[src/rtl/crc16_pkg.sv]
package crc16_pkg;
  localparam logic [15:0] CRC_POLY = 16'h1021;

  typedef enum logic [1:0] {
    SCAN_IDLE  = 2'd0,
    SCAN_RUN   = 2'd1,
    SCAN_DRAIN = 2'd2
  } scan_state_e;

  function automatic logic [7:0] rev8(input logic [7:0] b);
    logic [7:0] r;
    for (int i = 0; i < 8; i++) r[i] = b[7-i];
    return r;
  endfunction
endpackage

[src/rtl/crc16_step.sv]
module crc16_step
  import crc16_pkg::*;
#(
  parameter int          CRC_W  = 16,
  parameter int          BYTE_W = 8,
  parameter logic [15:0] POLY   = CRC_POLY
) (
  input  logic [CRC_W-1:0]  crc_in,
  input  logic [BYTE_W-1:0] byte_in,
  input  logic              reflect,
  output logic [CRC_W-1:0]  crc_out
);
  localparam int SHIFT = CRC_W - BYTE_W;

  logic [BYTE_W-1:0] byte_ord;
  logic [CRC_W-1:0]  acc;

  always_comb begin
    byte_ord = reflect ? rev8(byte_in) : byte_in;
    acc      = crc_in ^ ({{SHIFT{1'b0}}, byte_ord} << SHIFT);
    for (int i = 0; i < BYTE_W; i++) begin
      if (acc[CRC_W-1]) acc = (acc << 1) ^ POLY;
      else              acc = acc << 1;
    end
    crc_out = acc;
  end
endmodule

[src/rtl/crc16_walker.sv]
module crc16_walker
  import crc16_pkg::*;
#(
  parameter int ADDR_W = 16,
  parameter int CNT_W  = ADDR_W - 7
) (
  input  logic              clk,
  input  logic              rst_n,
  input  logic              start,
  input  logic [ADDR_W-9:0] first_blk,
  input  logic [CNT_W-1:0]  blk_count,
  output logic              rd_en,
  output logic [ADDR_W-1:0] rd_addr,
  output logic              rd_vld,
  output logic              busy,
  output logic              done
);
  localparam int BLK_W = ADDR_W - 8;

  scan_state_e       state_q, state_d;
  logic [ADDR_W-1:0] addr_q, addr_d;
  logic [CNT_W-1:0]  left_q, left_d;
  logic              vld_q, done_q;
  logic              pos_en;

  always_comb begin
    state_d = state_q;
    addr_d  = addr_q;
    left_d  = left_q;
    pos_en  = 1'b0;
    case (state_q)
      SCAN_IDLE: begin
        if (start && (blk_count != '0)) begin
          state_d = SCAN_RUN;
          addr_d  = {first_blk[BLK_W-1:0], 8'h00};
          left_d  = blk_count;
          pos_en  = 1'b1;
        end
      end
      SCAN_RUN: begin
        pos_en = 1'b1;
        addr_d = addr_q + 1'b1;
        if (addr_q[7:0] == 8'hFF) begin
          left_d = left_q - 1'b1;
          if (left_q == {{(CNT_W-1){1'b0}}, 1'b1}) state_d = SCAN_DRAIN;
        end
      end
      SCAN_DRAIN: state_d = SCAN_IDLE;
      default:    state_d = SCAN_IDLE;
    endcase
  end

  always_ff @(posedge clk or negedge rst_n) begin
    if (!rst_n) begin
      state_q <= SCAN_IDLE;
      addr_q  <= '0;
      left_q  <= '0;
      vld_q   <= 1'b0;
      done_q  <= 1'b0;
    end else begin
      state_q <= state_d;
      vld_q   <= (state_q == SCAN_RUN);
      done_q  <= (state_q == SCAN_DRAIN);
      if (pos_en) begin
        addr_q <= addr_d;
        left_q <= left_d;
      end
    end
  end

  assign rd_en   = (state_q == SCAN_RUN);
  assign rd_addr = addr_q;
  assign rd_vld  = vld_q;
  assign busy    = (state_q != SCAN_IDLE);
  assign done    = done_q;
endmodule

[src/rtl/crc16_scan.sv]
module crc16_scan
  import crc16_pkg::*;
#(
  parameter int ADDR_W = 16,
  parameter int CNT_W  = ADDR_W - 7
) (
  input  logic              clk,
  input  logic              rst_n,
  input  logic              seed_ones,
  input  logic              reflect,
  input  logic              init_req,
  input  logic              wr_valid,
  input  logic [7:0]        wr_data,
  input  logic              scan_start,
  input  logic [ADDR_W-9:0] scan_first_blk,
  input  logic [CNT_W-1:0]  scan_count,
  output logic              mem_rd_en,
  output logic [ADDR_W-1:0] mem_rd_addr,
  input  logic [7:0]        mem_rd_data,
  output logic              busy,
  output logic              done,
  output logic [15:0]       crc_out
);
  localparam int CRC_W   = 16;
  localparam int N_LANES = CRC_W / 8;

  logic [CRC_W-1:0] crc_q, crc_d, step_out;
  logic [7:0]       step_byte;
  logic             scan_vld, load_seed, take_wr, crc_en;

  crc16_walker #(.ADDR_W(ADDR_W), .CNT_W(CNT_W)) u_walker (
    .clk       (clk),
    .rst_n     (rst_n),
    .start     (scan_start),
    .first_blk (scan_first_blk),
    .blk_count (scan_count),
    .rd_en     (mem_rd_en),
    .rd_addr   (mem_rd_addr),
    .rd_vld    (scan_vld),
    .busy      (busy),
    .done      (done)
  );

  crc16_step #(.CRC_W(CRC_W), .BYTE_W(8)) u_step (
    .crc_in  (crc_q),
    .byte_in (step_byte),
    .reflect (reflect),
    .crc_out (step_out)
  );

  always_comb begin
    load_seed = init_req && !busy;
    take_wr   = wr_valid && !busy && !init_req;
    step_byte = scan_vld ? mem_rd_data : wr_data;
    crc_en    = load_seed || take_wr || scan_vld;
    crc_d     = load_seed ? {CRC_W{seed_ones}} : step_out;
  end

  always_ff @(posedge clk or negedge rst_n) begin
    if (!rst_n)      crc_q <= '0;
    else if (crc_en) crc_q <= crc_d;
  end

  for (genvar g = 0; g < N_LANES; g++) begin : g_lane
    assign crc_out[g*8 +: 8] = reflect ? rev8(crc_q[g*8 +: 8]) : crc_q[g*8 +: 8];
  end
endmodule

[config.mk]
export PLATFORM = sky130hd
export DESIGN_NAME = crc16_scan
export DESIGN_NICKNAME = d
export VERILOG_FILES = /design/src/rtl/crc16_pkg.sv /design/src/rtl/crc16_step.sv /design/src/rtl/crc16_walker.sv /design/src/rtl/crc16_scan.sv
export SDC_FILE = /design/constraint.sdc
export NUM_CORES = 1
export LEC_CHECK = 0
export BUFFER_PORTS_ARGS = -buffer_cell sky130_fd_sc_hd__clkbuf_2
export CAP_MARGIN = 20
export CORE_MARGIN = 1
export CORE_UTILIZATION = 55
export DETAILED_ROUTE_END_ITERATION = 8
export GPL_ROUTABILITY_DRIVEN = 0
export PLACE_DENSITY = 0.79
export RECOVER_POWER = 100
export SLEW_MARGIN = 25
export SYNTH_ARGS = -nofsm -noshare
export SYNTH_HDL_FRONTEND = slang
export SYNTH_HIERARCHICAL = 1
export SYNTH_SLANG_ARGS = --single-unit
[constraint.sdc]
create_clock -name clk -period 2.9 [get_ports clk]
set_clock_uncertainty 0.1 [all_clocks]
set_input_delay 0.145 -clock clk [delete_from_list [all_inputs] [get_ports clk]]
set_output_delay 0.145 -clock clk [all_outputs]
set_load 0.005 [all_outputs]
==> results.json, run 1 <==
{
  "pin_count": 75,
  "hold_slack_ns": 0.0309,
  "critical_path.max_fanout": 30,
  "drc": 0,
  "most_numerous_cell_in_the_yosys_netlist": "sky130_fd_sc_hd__dfrtp_1",
  "ys_types": 69,
  "clock_slew_seen_by_the_registers_of_the_worst_setup_and_hold_paths_ns": 0.09,
  "synth_flop_cell": "sky130_fd_sc_hd__dfrtp_1",
  "flow.area_growth_from_synthesis_pct": 12.3,
  "clock-sinks": 45,
  "required_ns": 3.03,
  "dr.first_iter.drc_count": 137,
  "synth_area_leaders": "sky130_fd_sc_hd__dfrtp_1 (34%), sky130_fd_sc_hd__mux2i_1 (7.2%), sky130_fd_sc_hd__o21ai_0 (4.5%)",
  "synthTopCellsByCount": "sky130_fd_sc_hd__dfrtp_1 (45), sky130_fd_sc_hd__o21ai_0 (30), sky130_fd_sc_hd__nand2_1 (28)",
  "cts-buffers-inserted": 5,
  "nFillCells": 531,
  "p_total_uw": 3530,
  "die_width_um": 80.0,
  "timing_worst_slew_pin_value_ns": 1.42,
  "clock.fmax_mhz": 393,
  "p_per_area_nw_per_um2": 939,
  "fin_tns_setup_ns": 0,
  "synthDominantCellAreaShare_pct": 33.6,
  "drt_first_pass_iters": 4,
  "synth-seq-area-share_pct": 33.6,
  "post_synthesis_instance_area_um2": 3350,
  "ir_drop_mv": 0.516,
  "synth_cells": 341,
  "synth_enable_flop_cells": 0,
  "timing_max_transition_violations_final": 0,
  "finalWirelength_um": 7770,
  "grt_pass1_wl_um": 12900,
  "first_global_vias": 2663,
  "path_class": "flop to flop",
  "library_cell_occupying_the_most_area_in_the_post_synthesis_netlist": "sky130_fd_sc_hd__dfrtp_1",
  "worst_skew_pair.late_latency_ns": 0.30,
  "layout.cells.non_filler": 485,
  "syn_area_per_cell_um2": 9.82,
  "max-cap-violations": 0,
  "hpwlAfterDp_um": 5720,
  "worst_setup_path_start_kind": "flop",
  "root_buffer": "sky130_fd_sc_hd__clkbuf_8",
  "regArea_um2": 1130,
  "num_vias": 2791,
  "grt_antenna_before_repair": 0,
  "clk_path_buf_depth": 2,
  "design.core.area_um2": 5890,
  "timing.final.crit_share_pct": 87.8,
  "leakage_component_of_the_power_uw": 0.00182,
  "final_layout_size_suffix_gt1_share_pct": 23.7,
  "initial_core_util_pct": 56.9,
  "finalCriticalPeriod_ns": 2.54,
  "globalRouteTotalUtil_pct": 26.0,
  "post_cts_buffers": 0,
  "largest_net_degree_at_the_start_of_global_routing": 31,
  "finalHoldViolations": 0,
  "multi_input_comb_area_um2": 1930,
  "route.antenna.remaining_nets": 0,
  "wl_per_cell_um": 16.0,
  "ys_ff_latch": 45,
  "synth-warning-count": 6,
  "port_buffers": 74,
  "outcome": "finished clean",
  "timing.slew.headroom_pct": 5.52,
  "ctsHtreeMaxLevel": 2,
  "avgViaCountPerCell": 5.75,
  "grt-ovfl-total": 0,
  "die_area_um2": 6410,
  "floorplan.die.height_um": 80.0,
  "synth-async-reset-ratio_pct": 100,
  "arrival_ns": 2.68,
  "insertedDiodeCount": 0,
  "setup_viol_count_final": 0,
  "worstHoldPathType": "primary input to flop",
  "grt_setup_unrepaired": "false",
  "placedCellCount": 474,
  "mappedNetlistNets": 384,
  "critPathCaptureType": "flop",
  "tritoncts_clock_tree": "built",
  "finish.net_count": 452,
  "core.rowCount": 28
}
worst max-delay path, cell delays in order, from the launching register on:
cell and delay, ns:
sky130_fd_sc_hd__dfrtp_1 0.65, sky130_fd_sc_hd__nand2b_4 0.29, sky130_fd_sc_hd__nor4_1 0.36, sky130_fd_sc_hd__clkbuf_1 0.46, sky130_fd_sc_hd__or2_1 0.36, sky130_fd_sc_hd__o221a_1 0.25
repair_timing:
action | CTS | global route
hold buffers | 3 | 0
hold endpoints to repair | 25 | 0
resized for setup | 0 | 0
cells by family after synthesis:
family	after synthesis	share of synthesized area (%)
AOI/OAI and AO/OA	90	18.4
muxes	36	11.6
DFF	45	33.6
buffers and inverters	44	7.47
xor gates and xnor gates	28	11.8
adders and majority gates	3	1.12
and+or+nand+nor	95	16.0
cell type report:
| cell class | instances | area share [%] |
|---|---|---|
| Multi-Input combinational cell | 252 | 51.2 |
| Sequential cell | 45 | 30.0 |
| Timing Repair Buffer | 81 | 10.7 |
| Tap cell | 75 | 2.50 |
| Inverter | 24 | 2.40 |
| Clock buffer | 6 | 2.20 |
| Clock inverter | 2 | 0.998 |
report_power, final:
group | switching [µW] | leakage [µW] | internal [µW] | total [µW]
clock | 227 | 0.0000574 | 281 | 508
combinational | 816 | 0.00122 | 988 | 1800
sequential | 328 | 0.000543 | 891 | 1220
cell usage in the layout, fill, tap and decap left out, types with 2 or more instances in the layout:
master                          synthesis  routed
sky130_fd_sc_hd__a21oi_1               22      22
sky130_fd_sc_hd__nand2_1               28      28
sky130_fd_sc_hd__o22ai_1                4       4
sky130_fd_sc_hd__dfrtp_1               45      45
sky130_fd_sc_hd__mux2i_1               24      25
sky130_fd_sc_hd__a31oi_1                4       4
sky130_fd_sc_hd__a2bb2oi_1              2       2
sky130_fd_sc_hd__xor3_1                 4       4
sky130_fd_sc_hd__o2bb2ai_1              5       5
sky130_fd_sc_hd__nor3_1                10      10
sky130_fd_sc_hd__mux2_1                 0       4
sky130_fd_sc_hd__a22oi_2                2       2
sky130_fd_sc_hd__clkbuf_8               0       6
sky130_fd_sc_hd__xor2_1                 9      10
sky130_fd_sc_hd__nand2b_1               4       4
sky130_fd_sc_hd__a21oi_2                2       2
sky130_fd_sc_hd__a221oi_2               2       2
sky130_fd_sc_hd__clkbuf_1               3      16
sky130_fd_sc_hd__and3_1                 2       2
sky130_fd_sc_hd__inv_1                 22      23
sky130_fd_sc_hd__nor4_1                 5       8
sky130_fd_sc_hd__ha_1                   3       3
sky130_fd_sc_hd__xnor2_1                8       9
sky130_fd_sc_hd__clkbuf_2               1      61
sky130_fd_sc_hd__dlygate4sd3_1          0       3
sky130_fd_sc_hd__xnor3_1                4       4
sky130_fd_sc_hd__nand4_1                3       3
sky130_fd_sc_hd__nor2_1                18      18
sky130_fd_sc_hd__mux2_2                10       6
sky130_fd_sc_hd__or3_1                  5       5
sky130_fd_sc_hd__o21ai_0               30      31
sky130_fd_sc_hd__nand3_1                4       4
through the flow:
stage	instance area [µm²]	worst slack, ns	util, %
floorplan	3350	0.838	-
global placement	3680	0.611	62.6
detailed placement	3680	0.520	62.6
CTS	3830	0.496	65.1
global route	3760	0.223	63.9
finish	3760	0.355	63.9
per-layer routing:
layer / part of all wire (%) / GRT usage (%) / vias to the layer above
met2: 53 / 47.3 / 71
met5: 0 / 0 / -
met4: 0.45 / 3.57 / 0
met1: 42 / 33.5 / 1354
met3: 3.8 / 3.54 / 5
li1: - / - / 1361
sequential cells by signal, indices dropped and copies added, names as in the netlist:
name / count
crc_q: 16
u_walker/rd_addr: 16
u_walker/left_q: 9
u_walker/state_q: 2
u_walker/done: 1
u_walker/rd_vld: 1
path summary, 6_finish.rpt:
check,start,end,slack [ns],cells after the start
setup reg to reg,u_walker/state_q[0],u_walker/rd_addr[8],0.36,5
hold / removal,scan_first_blk[2],u_walker/rd_addr[10],0.03,2
setup / recovery,u_walker/state_q[0],u_walker/rd_addr[8],0.36,5
hold reg to reg,u_walker/left_q[7],u_walker/left_q[7],0.43,1
min in group asynchronous,rst_n,crc_q[1],0.60,2
max in group asynchronous,rst_n,crc_q[10],0.86,3
No activity file was read; power rests on OpenSTA's default activity.
==> run 2: changes to the inputs <==
- REMOVE_ABC_BUFFERS: not set -> 1
==> run 2 against run 1 <==
Sequential power is essentially flat. Final cell count grew 0.21%. Via count grew 1.4%. Non-clock buffer count grew 1.
==> results.json, run 2 (same netlist as run 1, synthesis figures left out) <==
{
  "flow.area_growth_from_synthesis_pct": 12.9,
  "root_buffer": "sky130_fd_sc_hd__clkbuf_8",
  "grt_antenna_before_repair": 0,
  "cts-buffers-inserted": 5,
  "ctsHtreeMaxLevel": 2,
  "cpMostUsedCell": "sky130_fd_sc_hd__mux2i_1",
  "clock.fmax_mhz": 376,
  "fin_tns_setup_ns": 0,
  "tritoncts_clock_tree": "built",
  "timing.critical_path.cells": "mux2_1 -> mux2i_1 -> xor2_4 -> xnor3_1 -> a21oi_1 -> mux2i_1",
  "max-cap-violations": 0,
  "core.rowCount": 28,
  "worst_path_largest_cell_delay_ns": 0.65,
  "path_class": "flop to flop",
  "design.core.area_um2": 5890,
  "timing_max_transition_violations_final": 0,
  "setup_viol_count_final": 0,
  "worst_skew_pair.late_latency_ns": 0.31,
  "initial_core_util_pct": 56.9,
  "route.antenna.remaining_nets": 0,
  "wl_per_cell_um": 16.8,
  "finalWirelength_um": 8140,
  "critPathBufInv": 0,
  "clock-sinks": 45,
  "drt_first_pass_iters": 5,
  "nFillCells": 515,
  "clk_path_buf_depth": 2,
  "post_cts_resize_count": 0,
  "final_layout_size_suffix_gt1_share_pct": 23.4,
  "grt_pass1_wl_um": 13400,
  "layout.cells.non_filler": 486,
  "leakage_component_of_the_power_uw": 0.00183,
  "num_vias": 2830,
  "floorplan.die.height_um": 80.0,
  "clock_slew_seen_by_the_registers_of_the_worst_setup_and_hold_paths_ns": 0.10,
  "globalRouteTotalUtil_pct": 27.4,
  "post_cts_buffers": 0,
  "insertedDiodeCount": 0,
  "startpoint": "u_walker/rd_vld",
  "required_ns": 2.97,
  "arrival_ns": 2.72,
  "p_total_uw": 3650,
  "finish.net_count": 453,
  "worst_r2r_startpoint": "u_walker/rd_vld",
  "dr.first_iter.drc_count": 167,
  "critical_path.max_fanout": 9,
  "worst_setup_path_start_kind": "flop",
  "first_global_vias": 2814,
  "most-common-layout-cells": "sky130_fd_sc_hd__clkbuf_2 (58), sky130_fd_sc_hd__dfrtp_1 (45), sky130_fd_sc_hd__o21ai_0 (30)",
  "post-route-worst-setup-slack_ns": 0.243,
  "largest_net_degree_at_the_start_of_global_routing": 30,
  "worstHoldPathType": "primary input to flop",
  "p_per_area_nw_per_um2": 966,
  "port_buffers": 74,
  "timing.slew.headroom_pct": 0.650,
  "ir_drop_mv": 0.466,
  "hpwlAfterDp_um": 5870,
  "drc": 0,
  "critPathCaptureType": "flop",
  "finalHoldViolations": 0,
  "dp_slack_ns": 0.477,
  "grt_setup_unrepaired": "false",
  "min-delay-start": "scan_first_blk[1]",
  "outcome": "finished clean",
  "placedCellCount": 476,
  "cp_top_family": "multiplexers",
  "die_width_um": 80.0,
  "mostFrequentLayoutCell": "sky130_fd_sc_hd__clkbuf_2",
  "timing_worst_slew_pin_value_ns": 1.49,
  "die_area_um2": 6410,
  "grt-ovfl-total": 0,
  "slowest_stage": "sky130_fd_sc_hd__dfrtp_1",
  "finalCriticalPeriod_ns": 2.66,
  "final_core_util_pct": 64.2,
  "timing.final.crit_share_pct": 91.6,
  "avgViaCountPerCell": 5.82,
  "pin_count": 75
}
## run 2: through the flow
step / hold WS [ns] / area, µm²
after floorplan: -0.251 / 3190
after global placement: 0.122 / 3700
after detailed placement: 0.128 / 3700
after CTS: 0.00135 / 3860
after global routing: 0.00386 / 3780
final: 0.00798 / 3780
## run 2: final timing paths
kind	slack (ns)	depth (start not counted)	end
setup / recovery	0.24	6	crc_q[7]
hold / removal	0.008	2	u_walker/rd_addr[9]
setup reg to reg	0.24	6	crc_q[7]
hold reg to reg	0.42	1	u_walker/left_q[7]
max in group asynchronous	0.82	3	u_walker/left_q[5]
min in group asynchronous	0.62	2	crc_q[3]
## run 2: timing repair
item                                   CTS  global route
hold buffers                             2             0
endpoints found under the hold margin   26             0
setup endpoints to repair                0             0
## run 2: metal layers
| layer | share of wire (%) | GRT usage (%) | vias up |
|---|---|---|---|
| met1 | 44 | 35.3 | 1346 |
| met2 | 49 | 47.3 | 108 |
| li1 | - | - | 1361 |
| met3 | 5.4 | 4.34 | 15 |
| met4 | 1.4 | 8.04 | 0 |
| met5 | 0 | 0 | - |
## run 2: power breakdown
part           switching, µW  leakage, µW  total, µW  internal [µW]
Combinational            872      0.00122       1860            985
Sequential               323     0.000543       1210            891
Clock                    234    0.0000687        581            347
## run 2: layout make-up
class	instances	area, µm²	area share [%]
sequential	45	1130	29.8
clock buffer	5	68.8	1.82
timing repair buffer	82	404	10.7
clock inverter	3	68.8	1.82
tap	75	93.8	2.48
multi-input combinational	252	1930	51.0
inverter	24	90.1	2.38
==> run 3: changes to the inputs <==
- CORE_MARGIN: 1 -> 2
- TNS_END_PERCENT: not set -> 50
==> run 3 against run 2 <==
Non-clock buffer count unchanged. Fmax up 2.7%. First-iteration DRC count down 28%. Setup slack better by 0.069 ns. Sequential share of layout area up 0.50 points. Power down 7.0%. Sequential power about the same. Utilization down 1.4 points. Die area up 5.1%. Count of clock-buffer cells in the layout up 1. Global-route usage down 3.5 points.
==> results.json, run 3 (same netlist as run 1, synthesis figures left out) <==
{
  "outcome": "finished clean",
  "clock-sinks": 45,
  "mostFrequentLayoutCell": "sky130_fd_sc_hd__clkbuf_2",
  "critPathCaptureType": "flop",
  "arrival_ns": 2.66,
  "timing_max_transition_violations_final": 0,
  "p_total_uw": 3400,
  "finish.net_count": 453,
  "finalHoldViolations": 0,
  "clock_slew_seen_by_the_registers_of_the_worst_setup_and_hold_paths_ns": 0.09,
  "ir_drop_mv": 0.488,
  "core.rowCount": 28,
  "post_cts_buffers": 0,
  "clk_path_buf_depth": 2,
  "seq_power_share_pct": 35.4,
  "grt_pass1_wl_um": 12400,
  "finalWirelength_um": 7540,
  "route.antenna.remaining_nets": 0,
  "setup_viol_count_final": 0,
  "dpl_cell_area_um2": 3690,
  "num_vias": 2802,
  "fin_tns_setup_ns": 0,
  "design.core.area_um2": 5920,
  "cp_top_family": "XOR/XNOR gates",
  "most-common-layout-cells": "sky130_fd_sc_hd__clkbuf_2 (57), sky130_fd_sc_hd__dfrtp_1 (45), sky130_fd_sc_hd__o21ai_0 (30)",
  "floorplan.die.height_um": 82.0,
  "pin_count": 75,
  "clock.fmax_mhz": 386,
  "drt_first_pass_iters": 4,
  "worst_path_largest_cell_delay_ns": 0.58,
  "total_switching_power_uw": 1360,
  "slowest_stage": "sky130_fd_sc_hd__dfrtp_1",
  "port_buffers": 74,
  "switching_share_pct": 40.0,
  "post-route-cell-area_um2": 3720,
  "wl_per_cell_um": 15.5,
  "clockPowerShare_pct": 11.6,
  "max-cap-violations": 0,
  "critPathBufInv": 0,
  "ctsHtreeMaxLevel": 2,
  "avgViaCountPerCell": 5.77,
  "power.combinational.fraction_pct": 53.0,
  "post_cts_resize_count": 0,
  "grt-ovfl-total": 0,
  "critical_path.max_fanout": 9,
  "timing.final.crit_share_pct": 89.2,
  "reg_to_reg_slack_setup_ns": 0.31,
  "cts-buffers-inserted": 5,
  "worstHoldPathType": "primary input to flop",
  "nFillCells": 503,
  "path_class": "flop to flop",
  "worst_setup_path_start_kind": "flop",
  "worst_skew_pair.late_latency_ns": 0.30,
  "die_area_um2": 6730,
  "final_layout_size_suffix_gt1_share_pct": 22.4,
  "leakage_component_of_the_power_uw": 0.00179,
  "hpwlAfterDp_um": 5560,
  "p_per_area_nw_per_um2": 913,
  "grt_setup_unrepaired": "false",
  "timing.slew.headroom_pct": 19.3,
  "tritoncts_clock_tree": "built",
  "dr.first_iter.drc_count": 121,
  "timing_worst_slew_pin_value_ns": 1.21,
  "first_global_vias": 2687,
  "flow.area_growth_from_synthesis_pct": 11.0,
  "globalRouteTotalUtil_pct": 23.9,
  "finalCriticalPeriod_ns": 2.59,
  "grt_antenna_before_repair": 0,
  "required_ns": 2.97,
  "largest_net_degree_at_the_start_of_global_routing": 33,
  "die_width_um": 82.0,
  "root_buffer": "sky130_fd_sc_hd__clkbuf_8",
  "initial_core_util_pct": 56.6,
  "timing.critical_path.cells": "mux2_1 -> mux2i_4 -> xor2_1 -> xnor3_1 -> a21oi_1 -> mux2i_1",
  "drc": 0,
  "cellInternalPower_uw": 2040,
  "insertedDiodeCount": 0
}
==> run 3: power groups by stage <==
stage          Sequential [µW]  Clock, µW  Combinational (µW)
3_3_place_gp              1220          0                1780
2_1_floorplan             1160          0                1380
6_report                  1200        393                1800
5_1_grt                   1250        431                2010
4_1_cts                   1220        407                1850
3_5_place_dp              1230          0                1840
==> run 3: path summary, 6_finish.rpt <==
kind / to / from / cells after the start
worst max-delay path: crc_q[7] / u_walker/rd_vld / 6
worst min-delay path: u_walker/rd_addr[8] / scan_first_blk[0] / 2
worst max register to register: crc_q[7] / u_walker/rd_vld / 6
worst min register to register: u_walker/left_q[7] / u_walker/left_q[7] / 1
max in group asynchronous: crc_q[13] / rst_n / 3
min in group asynchronous: crc_q[4] / rst_n / 2
==> run 3: layer usage <==
layer | up-vias | routed length, µm | track usage (%)
met1 | 1336 | 3510 | 31.7
met2 | 84 | 3530 | 39.5
li1 | 1369 | - | -
met3 | 13 | 368 | 4.18
met4 | 0 | 128 | 8.17
met5 | - | 0 | 0
==> run 3: final cells by class <==
cell class	instances	area, µm²	area share, %
Clock buffer	6	72.6	1.95
Inverter	24	90.1	2.42
Multi-Input combinational cell	252	1910	51.5
Tap cell	75	93.8	2.52
Clock inverter	2	15.0	0.404
Sequential cell	45	1130	30.3
Timing Repair Buffer	82	405	10.9
==> run 3: per-stage QoR <==
stage	hold slack, ns	setup slack (ns)	utilization, %	cells
global placement	-0.0307	0.613	62.3	475
CTS	0.0137	0.525	64.3	486
detailed placement	-0.0218	0.537	62.3	475
finish	0.0266	0.312	62.8	486
floorplan	-0.251	0.479	-	321
global route	0.0196	0.215	62.8	486
==> run 3: timing repair <==
action / in CTS / in global routing
setup endpoints to repair: 0 / 0
endpoints found under the hold margin: 15 / 0
hold buffers: 3 / 0
